[src/rtl/udc_pkg.sv]
package udc_pkg;

    typedef enum logic [1:0] {
        ST_IDLE   = 2'd0,
        ST_ARB    = 2'd1,
        ST_BUSY   = 2'd2,
        ST_RETIRE = 2'd3
    } chan_state_e;

endpackage

[src/rtl/udc_fsm.sv]
module udc_fsm
    import udc_pkg::*;
(
    input  logic clk,
    input  logic rst_n,
    input  logic cnt_nz,
    input  logic per_req,
    input  logic mem_gnt,
    input  logic mem_done,
    output logic mem_req,
    output logic per_ack,
    output logic take,
    output logic finish,
    output logic open_beat
);

    chan_state_e state_q, state_d;

    // state register
    always_ff @(posedge clk or negedge rst_n) begin
        if (!rst_n) state_q <= ST_IDLE;
        else        state_q <= state_d;
    end

    // next state
    always_comb begin
        state_d = state_q;
        unique case (state_q)
            ST_IDLE:   if (per_req && cnt_nz) state_d = ST_ARB;
            ST_ARB:    if (mem_gnt)           state_d = ST_BUSY;
            ST_BUSY:   if (mem_done)          state_d = ST_RETIRE;
            ST_RETIRE:                        state_d = ST_IDLE;
            default:                          state_d = ST_IDLE;
        endcase
    end

    // outputs
    always_comb begin
        mem_req   = 1'b0;
        per_ack   = 1'b0;
        take      = 1'b0;
        finish    = 1'b0;
        open_beat = 1'b0;
        unique case (state_q)
            ST_IDLE:   take = per_req && cnt_nz;
            ST_ARB: begin
                mem_req   = 1'b1;
                open_beat = 1'b1;
            end
            ST_BUSY: begin
                open_beat = 1'b1;
                finish    = mem_done;
            end
            ST_RETIRE: per_ack = 1'b1;
            default: ;
        endcase
    end

endmodule

[src/rtl/udc_regs.sv]
module udc_regs #(
    parameter int ADDR_W     = 32,
    parameter int CNT_W      = 16,
    parameter int XFER_BYTES = 1
) (
    input  logic              clk,
    input  logic              rst_n,
    input  logic              cfg_ptr_we,
    input  logic              cfg_cnt_we,
    input  logic              cfg_mask_we,
    input  logic [ADDR_W-1:0] cfg_wdata,
    input  logic              open_beat,
    input  logic              finish,
    output logic [ADDR_W-1:0] ptr_q,
    output logic [CNT_W-1:0]  cnt_q,
    output logic              end_q,
    output logic              mask_q
);

    localparam logic [ADDR_W-1:0] STEP    = ADDR_W'(XFER_BYTES);
    localparam logic [CNT_W-1:0]  CNT_ONE = CNT_W'(1);

    logic [ADDR_W-1:0] pend_ptr;
    logic [CNT_W-1:0]  pend_cnt;
    logic              pend_ptr_v, pend_cnt_v;
    logic [CNT_W-1:0]  wr_cnt;
    logic              defer_ptr, defer_cnt;
    logic [ADDR_W-1:0] ptr_next;
    logic [CNT_W-1:0]  cnt_next;
    logic              cnt_written;

    assign wr_cnt    = cfg_wdata[CNT_W-1:0];
    assign defer_ptr = cfg_ptr_we && open_beat && !finish;
    assign defer_cnt = cfg_cnt_we && open_beat && !finish;

    // values applied when a beat retires
    always_comb begin
        if (cfg_ptr_we)      ptr_next = cfg_wdata;
        else if (pend_ptr_v) ptr_next = pend_ptr;
        else                 ptr_next = ptr_q + STEP;

        cnt_written = 1'b1;
        if (cfg_cnt_we)      cnt_next = wr_cnt;
        else if (pend_cnt_v) cnt_next = pend_cnt;
        else begin
            cnt_next    = cnt_q - CNT_ONE;
            cnt_written = 1'b0;
        end
    end

    // deferred writes
    always_ff @(posedge clk or negedge rst_n) begin
        if (!rst_n) begin
            pend_ptr   <= '0;
            pend_cnt   <= '0;
            pend_ptr_v <= 1'b0;
            pend_cnt_v <= 1'b0;
        end else begin
            if (finish) begin
                pend_ptr_v <= 1'b0;
                pend_cnt_v <= 1'b0;
            end else begin
                if (defer_ptr) begin
                    pend_ptr   <= cfg_wdata;
                    pend_ptr_v <= 1'b1;
                end
                if (defer_cnt) begin
                    pend_cnt   <= wr_cnt;
                    pend_cnt_v <= 1'b1;
                end
            end
        end
    end

    // architectural registers
    always_ff @(posedge clk or negedge rst_n) begin
        if (!rst_n) begin
            ptr_q  <= '0;
            cnt_q  <= '0;
            end_q  <= 1'b0;
            mask_q <= 1'b0;
        end else begin
            if (cfg_mask_we) mask_q <= cfg_wdata[0];
            if (finish) begin
                ptr_q <= ptr_next;
                cnt_q <= cnt_next;
                if (cnt_written) begin
                    if (cnt_next != '0) end_q <= 1'b0;
                end else if (cnt_q == CNT_ONE) begin
                    end_q <= 1'b1;
                end
            end else if (!open_beat) begin
                if (cfg_ptr_we) ptr_q <= cfg_wdata;
                if (cfg_cnt_we) begin
                    cnt_q <= wr_cnt;
                    if (wr_cnt != '0) end_q <= 1'b0;
                end
            end
        end
    end

endmodule

[src/rtl/udc_datapath.sv]
module udc_datapath #(
    parameter int DATA_W = 8,
    parameter bit DIR_RX = 1'b1
) (
    input  logic              clk,
    input  logic              rst_n,
    input  logic              take,
    input  logic              finish,
    input  logic [DATA_W-1:0] per_wdata,
    input  logic [DATA_W-1:0] mem_rdata,
    output logic [DATA_W-1:0] mem_wdata,
    output logic [DATA_W-1:0] per_rdata,
    output logic              mem_we
);

    logic [DATA_W-1:0] wr_hold, rd_hold;

    always_ff @(posedge clk or negedge rst_n) begin
        if (!rst_n) begin
            wr_hold <= '0;
            rd_hold <= '0;
        end else begin
            if (take)   wr_hold <= per_wdata;
            if (finish) rd_hold <= mem_rdata;
        end
    end

    generate
        if (DIR_RX) begin : g_rx
            assign mem_we = 1'b1;
        end else begin : g_tx
            assign mem_we = 1'b0;
        end
    endgenerate

    assign mem_wdata = wr_hold;
    assign per_rdata = rd_hold;

endmodule

[src/rtl/uart_dma_chan.sv]
module uart_dma_chan #(
    parameter int ADDR_W     = 32,
    parameter int CNT_W      = 16,
    parameter int DATA_W     = 8,
    parameter int XFER_BYTES = 1,
    parameter bit DIR_RX     = 1'b1
) (
    input  logic              clk,
    input  logic              rst_n,
    input  logic              cfg_ptr_we,
    input  logic              cfg_cnt_we,
    input  logic              cfg_mask_we,
    input  logic [ADDR_W-1:0] cfg_wdata,
    output logic [ADDR_W-1:0] ptr_o,
    output logic [CNT_W-1:0]  cnt_o,
    output logic              end_flag_o,
    output logic              irq_o,
    input  logic              per_req,
    input  logic [DATA_W-1:0] per_wdata,
    output logic [DATA_W-1:0] per_rdata,
    output logic              per_ack,
    output logic              mem_req,
    input  logic              mem_gnt,
    input  logic              mem_done,
    output logic [ADDR_W-1:0] mem_addr,
    output logic              mem_we,
    output logic [DATA_W-1:0] mem_wdata,
    input  logic [DATA_W-1:0] mem_rdata
);

    logic take, finish, open_beat, mask_q;

    udc_fsm fsm_i (
        .clk       (clk),
        .rst_n     (rst_n),
        .cnt_nz    (cnt_o != '0),
        .per_req   (per_req),
        .mem_gnt   (mem_gnt),
        .mem_done  (mem_done),
        .mem_req   (mem_req),
        .per_ack   (per_ack),
        .take      (take),
        .finish    (finish),
        .open_beat (open_beat)
    );

    udc_regs #(
        .ADDR_W     (ADDR_W),
        .CNT_W      (CNT_W),
        .XFER_BYTES (XFER_BYTES)
    ) regs_i (
        .clk         (clk),
        .rst_n       (rst_n),
        .cfg_ptr_we  (cfg_ptr_we),
        .cfg_cnt_we  (cfg_cnt_we),
        .cfg_mask_we (cfg_mask_we),
        .cfg_wdata   (cfg_wdata),
        .open_beat   (open_beat),
        .finish      (finish),
        .ptr_q       (ptr_o),
        .cnt_q       (cnt_o),
        .end_q       (end_flag_o),
        .mask_q      (mask_q)
    );

    udc_datapath #(
        .DATA_W (DATA_W),
        .DIR_RX (DIR_RX)
    ) dp_i (
        .clk       (clk),
        .rst_n     (rst_n),
        .take      (take),
        .finish    (finish),
        .per_wdata (per_wdata),
        .mem_rdata (mem_rdata),
        .mem_wdata (mem_wdata),
        .per_rdata (per_rdata),
        .mem_we    (mem_we)
    );

    assign mem_addr = ptr_o;
    assign irq_o    = end_flag_o & mask_q;

endmodule

[config.mk]
export PLATFORM = sky130hd
export DESIGN_NAME = uart_dma_chan
export DESIGN_NICKNAME = d
export VERILOG_FILES = /design/src/rtl/udc_pkg.sv /design/src/rtl/udc_fsm.sv /design/src/rtl/udc_regs.sv /design/src/rtl/udc_datapath.sv /design/src/rtl/uart_dma_chan.sv
export SDC_FILE = /design/constraint.sdc
export NUM_CORES = 1
export LEC_CHECK = 0
export BUFFER_PORTS_ARGS = -buffer_cell sky130_fd_sc_hd__buf_2
export CORE_ASPECT_RATIO = 1.5
export CORE_MARGIN = 2
export CORE_UTILIZATION = 34
export DETAILED_ROUTE_END_ITERATION = 7
export PLACE_DENSITY = 0.51
export SYNTH_ARGS = -nofsm -noshare
export SYNTH_HDL_FRONTEND = slang
export SYNTH_SLANG_ARGS = --single-unit
[constraint.sdc]
create_clock -name clk -period 5.18 [get_ports clk]
set_input_delay 1.036 -clock clk [delete_from_list [all_inputs] [get_ports clk]]
set_output_delay 1.036 -clock clk [all_outputs]
set_load 0.02 [all_outputs]
### Yosys cells after proc, flatten, opt, wreduce, memory -nomap -nowiden

Cells that the tools add are included.

| storage, ports and cells | value |
|---|---|
| logic and storage cells | 79 |
| register bits | 118 |
| output and inout port bits | 101 |

| operators by class | value |
|---|---|
| bitwise gates (word level) | 2 |
| eq/ne operators | 10 |
| muxes and demuxes | 32 |
| reduce and logical (&&, ||, !) cells | 22 |
| $add $sub $neg | 2 |

Operators with widths:

| operator | number |
|---|---|
| two-way mux 32 bit | 5 |
| two-way mux 16 bit | 5 |
| nonzero test 16 bit | 3 |
| adder 32 x 1 -> 32 bit, second input constant | 1 |
| two-way mux 1 bit | 18 |
| == test 16 x 1 -> 1 bit, second input constant | 1 |
| subtractor 16 x 1 -> 16 bit, second input constant | 1 |
| nonzero test 2 bit | 5 |
| one-hot mux 2 bit (4 select lines) | 1 |
| AND reduction 2 bit | 4 |
| two-way mux 2 bit | 3 |
| inequality test 2 bit, second input constant | 3 |
| inequality test 3 bit, second input constant | 2 |
| logical AND 1 bit | 5 |
| AND reduction 5 bit | 1 |
| == test 2 bit, second input constant | 2 |
| AND reduction 3 bit | 1 |
| == test 2 x 1 -> 1 bit, second input constant | 1 |
| logical NOT 2 bit | 1 |
| inequality test 2 x 1 -> 1 bit, second input constant | 1 |
| OR reduction 2 bit | 1 |
| AND 1 bit | 1 |
| logical NOT 1 bit | 1 |
| inverter 1 bit | 1 |

### Logic depth before layout (Yosys ltp)

| logic depth | value |
|---|---|
| depth in word-level cells | 7 |
| depth in mapped cells | 10 |

### Cells and area by module

A second synthesis with hierarchy kept.

| second synthesis, totals | value |
|---|---|
| cell total of the unflattened synthesis | 668 |
| area total of the unflattened synthesis | 6804.0 µm² |

Modules (own cells, without submodules):

| module | sequential area each (µm²) | area an instance (µm²) | cells each | times used |
|---|---|---|---|---|
| udc_regs | 2502.4 | 5671.7 | 576 | 1 |
| udc_datapath | 400.4 | 674.4 | 36 | 1 |
| uart_dma_chan | 0.0 | 277.8 | 38 | 1 |
| udc_fsm | 50.0 | 180.2 | 18 | 1 |

### Worst setup path before layout

No wires, ideal clock.

| timing | value |
|---|---|
| path type | flip-flop to flip-flop |
| start point | reg regs_i.cnt_q[1] |
| end point | reg regs_i.end_q |
| arrival time | 2.690 ns |
| stages on the path, launching flop included | 10 |
| clock period less this slack | 2.794 ns |
| slack | 2.386 ns |
| cell sequence | dfrtp_1 -> inv_1 -> ha_1 -> nor3b_1 -> nand2_1 -> or3_1 -> xnor2_1 -> a222oi_1 -> nand4b_1 -> o41ai_2 |

| between the ends | value |
|---|---|
| cells in the longest elaborated chain, start to end | 6 |
| elaborated cells on any way between the ends | 8 |
| those cells by class | 1 x add/sub; 3 x eq/ne; 2 x mux; 2 x reduce/logical |

Ends and longest elaborated chain:

| what | line | RTL |
|---|---|---|
| from (decl) | udc_regs.sv:15 | `output logic [CNT_W-1:0] cnt_q,` |
| from (signal assigned) | udc_regs.sv:86 | `cnt_q <= cnt_next;` |
| from (signal assigned) | udc_regs.sv:95 | `cnt_q <= wr_cnt;` |
| subtractor 16 x 1 -> 16 bit | udc_regs.sv:46 | `cnt_next = cnt_q - CNT_ONE;` |
| two-way mux 16 bit | udc_regs.sv:44 | `else if (pend_cnt_v) cnt_next = pend_cnt;` |
| two-way mux 16 bit | udc_regs.sv:43 | `if (cfg_cnt_we) cnt_next = wr_cnt;` |
| nonzero test 16 bit | udc_regs.sv:88 | `if (cnt_next != '0) end_q <= 1'b0;` |
| inequality test 3 bit (no source line) | n/a |  |
| AND reduction 5 bit (no source line) (*) | n/a |  |
| to (signal assigned) | udc_regs.sv:88 |  |
| to (signal assigned) | udc_regs.sv:90 | `end_q <= 1'b1;` |
| to (signal assigned) | udc_regs.sv:96 | `if (wr_cnt != '0) end_q <= 1'b0;` |
| to (decl) | udc_regs.sv:16 | `output logic end_q,` |

Mark *: on every way between the ends. The rest lies on a longest branch, timed or not.
A chain may end at the register's enable or synchronous reset.

### Worst setup path after layout

| timing | value |
|---|---|
| start point | reg regs_i.cnt_q[0] |
| end point | reg regs_i.end_q |

Same word-level chain as after synthesis.

==> metrics.md <==
| Metric | Value |
|---|---|
| Worst path bufs/invs | `1` |
| Placer Congestion | `0.902` |
| Fraction of layout cells with a size suffix above 1 | `0.345` |
| Die Span Y | `roughly 170 um` |
| Hpwl dp | `13,800 um` |
| Worst slew pin tran | `roughly 1000 ps` |
| CP Class | `reg -> reg` |
| Final wirelength | `19,300 um` |
| Placed Area | `7330 um^2` |
| Die area | `20,400 um^2` |
| Crit path depth | `9` |
| GRT busiest layer | `met2` |
| Non-Filler Instances | `1,035` |
| Tcrit/Tclk final | `0.641` |
| Kind of cell adding the most delay to the critical path | `simple AND/OR/NAND/NOR gates` |
| CTS clk-pin slew, worst paths | `roughly 50 ps` |
| Worst EP arrival | `3630 ps` |
| Row Count | `between 60 and 70` |
| Post-route ant nets | `0` |
| Multi-input gate area | `about 3200 um^2` |
| Register area share after synthesis | `0.451` |
| Dpl cells | `1,003` |
| RSZ-0062 raised after global routing | `false` |
| Postcts setup bufs | `0` |
| DR pass1 iterations | `6` |
| First-pass GRT wire length | `30,600 um` |
| Synth Area in Adders | `0.0134` |
| Fin nets | `829` |
| Hold Path Class | `reg -> reg` |
| Initial Util | `0.345` |
| H-tree Lvls | `4` |
| Max FO, Critical Path | `8` |
| CP required | `5490 ps` |
| Dominant synthesized flop cell | `dfrtp_1` |
| Post-CTS Resized | `0` |
| Initial DRC count | `406` |
| Post-synth EDFFs | `0` |
| Simple-gate share of the synthesized area | `0.129` |
| Drt drc | `0` |
| Initial antenna violation count | `0` |
| Critical Path Sink Type | `flip-flop` |
| Pleak | `3.53 nW` |
| Met2 usage | `0.328` |
| Number of max-cap violations | `0` |
| Placement Setup Slack | `1900 ps` |
| Power Dens Cells | `748 nW/um^2` |
| CTS tree | `done` |
| Area Growth Syn to Fin | `21.9%` |
| GR Util met1 | `0.229` |
| Clock Path Buffers | `2` |
| Max rail drop VDD | `~0.24 mV` |
| Slew headroom | `0.315` |
| Hold violation total from the final report | `0` |
| Syn Nets | `714` |
| Status | `complete, no violations` |
| All-Layer GR Usage | `0.190` |
| Slew Viols, Final | `0` |
| Gr ovfl total | `0` |
| Vias in the first global route | `5,529` |
| Register area | `2950 um^2` |
| Die Width | `117 um` |
| Fin crit period | `approximately 3300 ps` |
| Mapped Avg Cell Area | `around 10 um^2` |
| Core Region | `19,000 um^2` |
| Number of diodes | `0` |
| IO Pins | `157` |
| Final instance area | `7990 um^2` |
| Multiplexer area fraction after synthesis | `0.146` |
| Worst path max stage delay | `600 ps` |
| Routed wire per std cell | `~19 um` |
| Largest family of logic cells by synthesized area | `multiplexers` |
| Power Total | `5.98 mW` |
| Largest net degree at the start of global routing | `between 70 and 80` |
| Port Buffers | `~160` |
| YS warnings | `0` |
| Slowest CP cell | `nor3b_1` |
| Hold_buf cts | `0` |
| Post-synthesis async set-or-reset flop share | `1.00` |
| Critical Path Sink | `regs_i.end_q` |
| Fill cells | `1,857` |
| Total negative setup slack | `0 ps` |
| WHS | `497 ps` |
| Setup Skew | `5.41 ps` |
| CTS root buffer | `clkbuf_16` |
| Vias | `5,611` |
| Crit path launch | `regs_i.cnt_q[0]` |
| Register bit total from synthesis | `118` |
| DR vias/cell | `approximately 5.4` |
| Complex-gate fraction of the synthesized area | `0.140` |
| Met3 usage | `0.0361` |
| Final setup vio count | `0` |
| Fmax | `301 MHz` |
| Reg2reg path depth | `9` |
| Worst-skew pair later-pin latency | `410 ps` |
| Yosys cell types | `57` |
| Clock sinks | `118` |
| Crit path launch type | `flip-flop` |
| Post-synthesis instance area | `~6600 um^2` |
| Final core utilization | `0.420` |
| Reg-to-Reg Start | `regs_i.cnt_q[0]` |
| Final worst slack | `1860 ps` |
| RR Endpoint | `regs_i.end_q` |
| Crit path cell chain | `inv_1 > ha_1 > nor3b_1 > nand2_1 > or3_1 > xnor2_1 > a222oi_1 > nand4b_1 > o41ai_2` |
| Number of CTS-inserted buffers | `17` |
| Synth Instances | `roughly 650` |
| Synth Area in XOR/XNOR | `0.0535` |
| Reg2reg setup slack | `1860 ps` |
-- power breakdown --
part	internal [mW]	leakage [nW]	switching, mW
clock	0.894	0.326	0.425
sequential	1.40	1.38	0.525
combinational	1.14	1.83	1.60
total	3.43	3.53	2.55
-- cell type report --
| cell class | count | share of cell area |
|---|---|---|
| inverter | 16 | 0.00752 |
| sequential | 118 | 0.370 |
| tap | 256 | 0.0401 |
| timing repair buffer | 162 | 0.104 |
| clock buffer | 25 | 0.0658 |
| multi-input combinational | 451 | 0.396 |
| clock inverter | 7 | 0.0172 |
-- layout by cell type, fill, tap and decap left out, drive strengths merged, types with 3 or more instances in the layout --
master / Yosys / final
buf: 39 / 162
dfrtp: 118 / 118
mux2: 68 / 68
nor2: 49 / 49
nand2: 44 / 44
a21oi: 43 / 43
o21ai: 35 / 35
xnor2: 26 / 26
o22ai: 25 / 25
clkbuf: 27 / 25
mux2i: 19 / 19
nand3: 17 / 17
inv: 16 / 16
and3: 15 / 15
xor2: 14 / 14
nor3: 12 / 12
nor4: 9 / 9
nand4: 7 / 7
ha: 7 / 7
a222oi: 6 / 6
a221oi: 6 / 6
a211oi: 5 / 5
and2: 4 / 4
bufinv: 0 / 4
o31ai: 3 / 3
or4: 3 / 3
a21o: 3 / 3
o41ai: 3 / 3
-- worst min-delay path by stage --
stage / from / endpoint / slack, ps / cells past startpoint
2_1_floorplan: regs_i.mask_q / regs_i.mask_q / 470 / 1
3_3_place_gp: regs_i.mask_q / regs_i.mask_q / 480 / 1
3_5_place_dp: regs_i.mask_q / regs_i.mask_q / 490 / 1
4_1_cts: regs_i.mask_q / regs_i.mask_q / 500 / 1
5_1_grt: regs_i.pend_ptr[4] / regs_i.pend_ptr[4] / 510 / 1
6_report: regs_i.mask_q / regs_i.mask_q / 500 / 1
-- cell usage after synthesis (2+ instances only) --
cell	n	area share
dfrtp_1	118	0.45
mux2_2	68	0.12
nor2_1	49	0.028
nand2_1	44	0.025
a21oi_1	43	0.033
o21ai_0	34	0.026
buf_4	33	0.038
clkbuf_1	27	0.015
xnor2_1	26	0.035
o22ai_1	25	0.024
mux2i_1	19	0.029
nand3_1	17	0.013
inv_1	16	0.0092
and3_1	15	0.014
xor2_1	14	0.019
nor3_1	12	0.0092
nor4_1	8	0.0076
ha_1	7	0.013
nand4_1	7	0.0067
a221oi_1	6	0.0080
a222oi_1	6	0.0092
a211oi_1	5	0.0057
and2_1	4	0.0038
buf_1	3	0.0017
o31ai_1	3	0.0034
a21o_1	2	0.0023
a31oi_1	2	0.0019
buf_2	2	0.0015
nand3b_1	2	0.0023
nand4b_1	2	0.0027
nor2b_1	2	0.0019
o221ai_1	2	0.0027
o41ai_2	2	0.0050
or3_1	2	0.0019
or4_1	2	0.0023
-- registers in the layout, indices dropped and copies added (netlist names) --
name               count
regs_i.pend_ptr       32
regs_i.pend_cnt_v      1
fsm_i.state_q          2
dp_i.per_rdata         8
regs_i.mask_q          1
regs_i.cnt_q          16
regs_i.ptr_q          32
regs_i.pend_cnt       16
regs_i.pend_ptr_v      1
regs_i.end_q           1
dp_i.mem_wdata         8
-- routing by layer --
layer / wire length, um / share of wire
met3: 913 / 0.047
met5: 0 / 0
met2: 10000 / 0.52
met1: 7770 / 0.40
met4: 581 / 0.030
-- cell families (layout without fill, tap and decap cells) --
family	count (synthesis)	count (layout)
flops	118	118
mux	87	87
other cells	1	1
xor+xnor	40	40
fa+ha+maj	7	7
buf+inv	82	210
simple gates	172	172
compound gates	144	144
No activity file was read; power rests on OpenSTA's default activity.
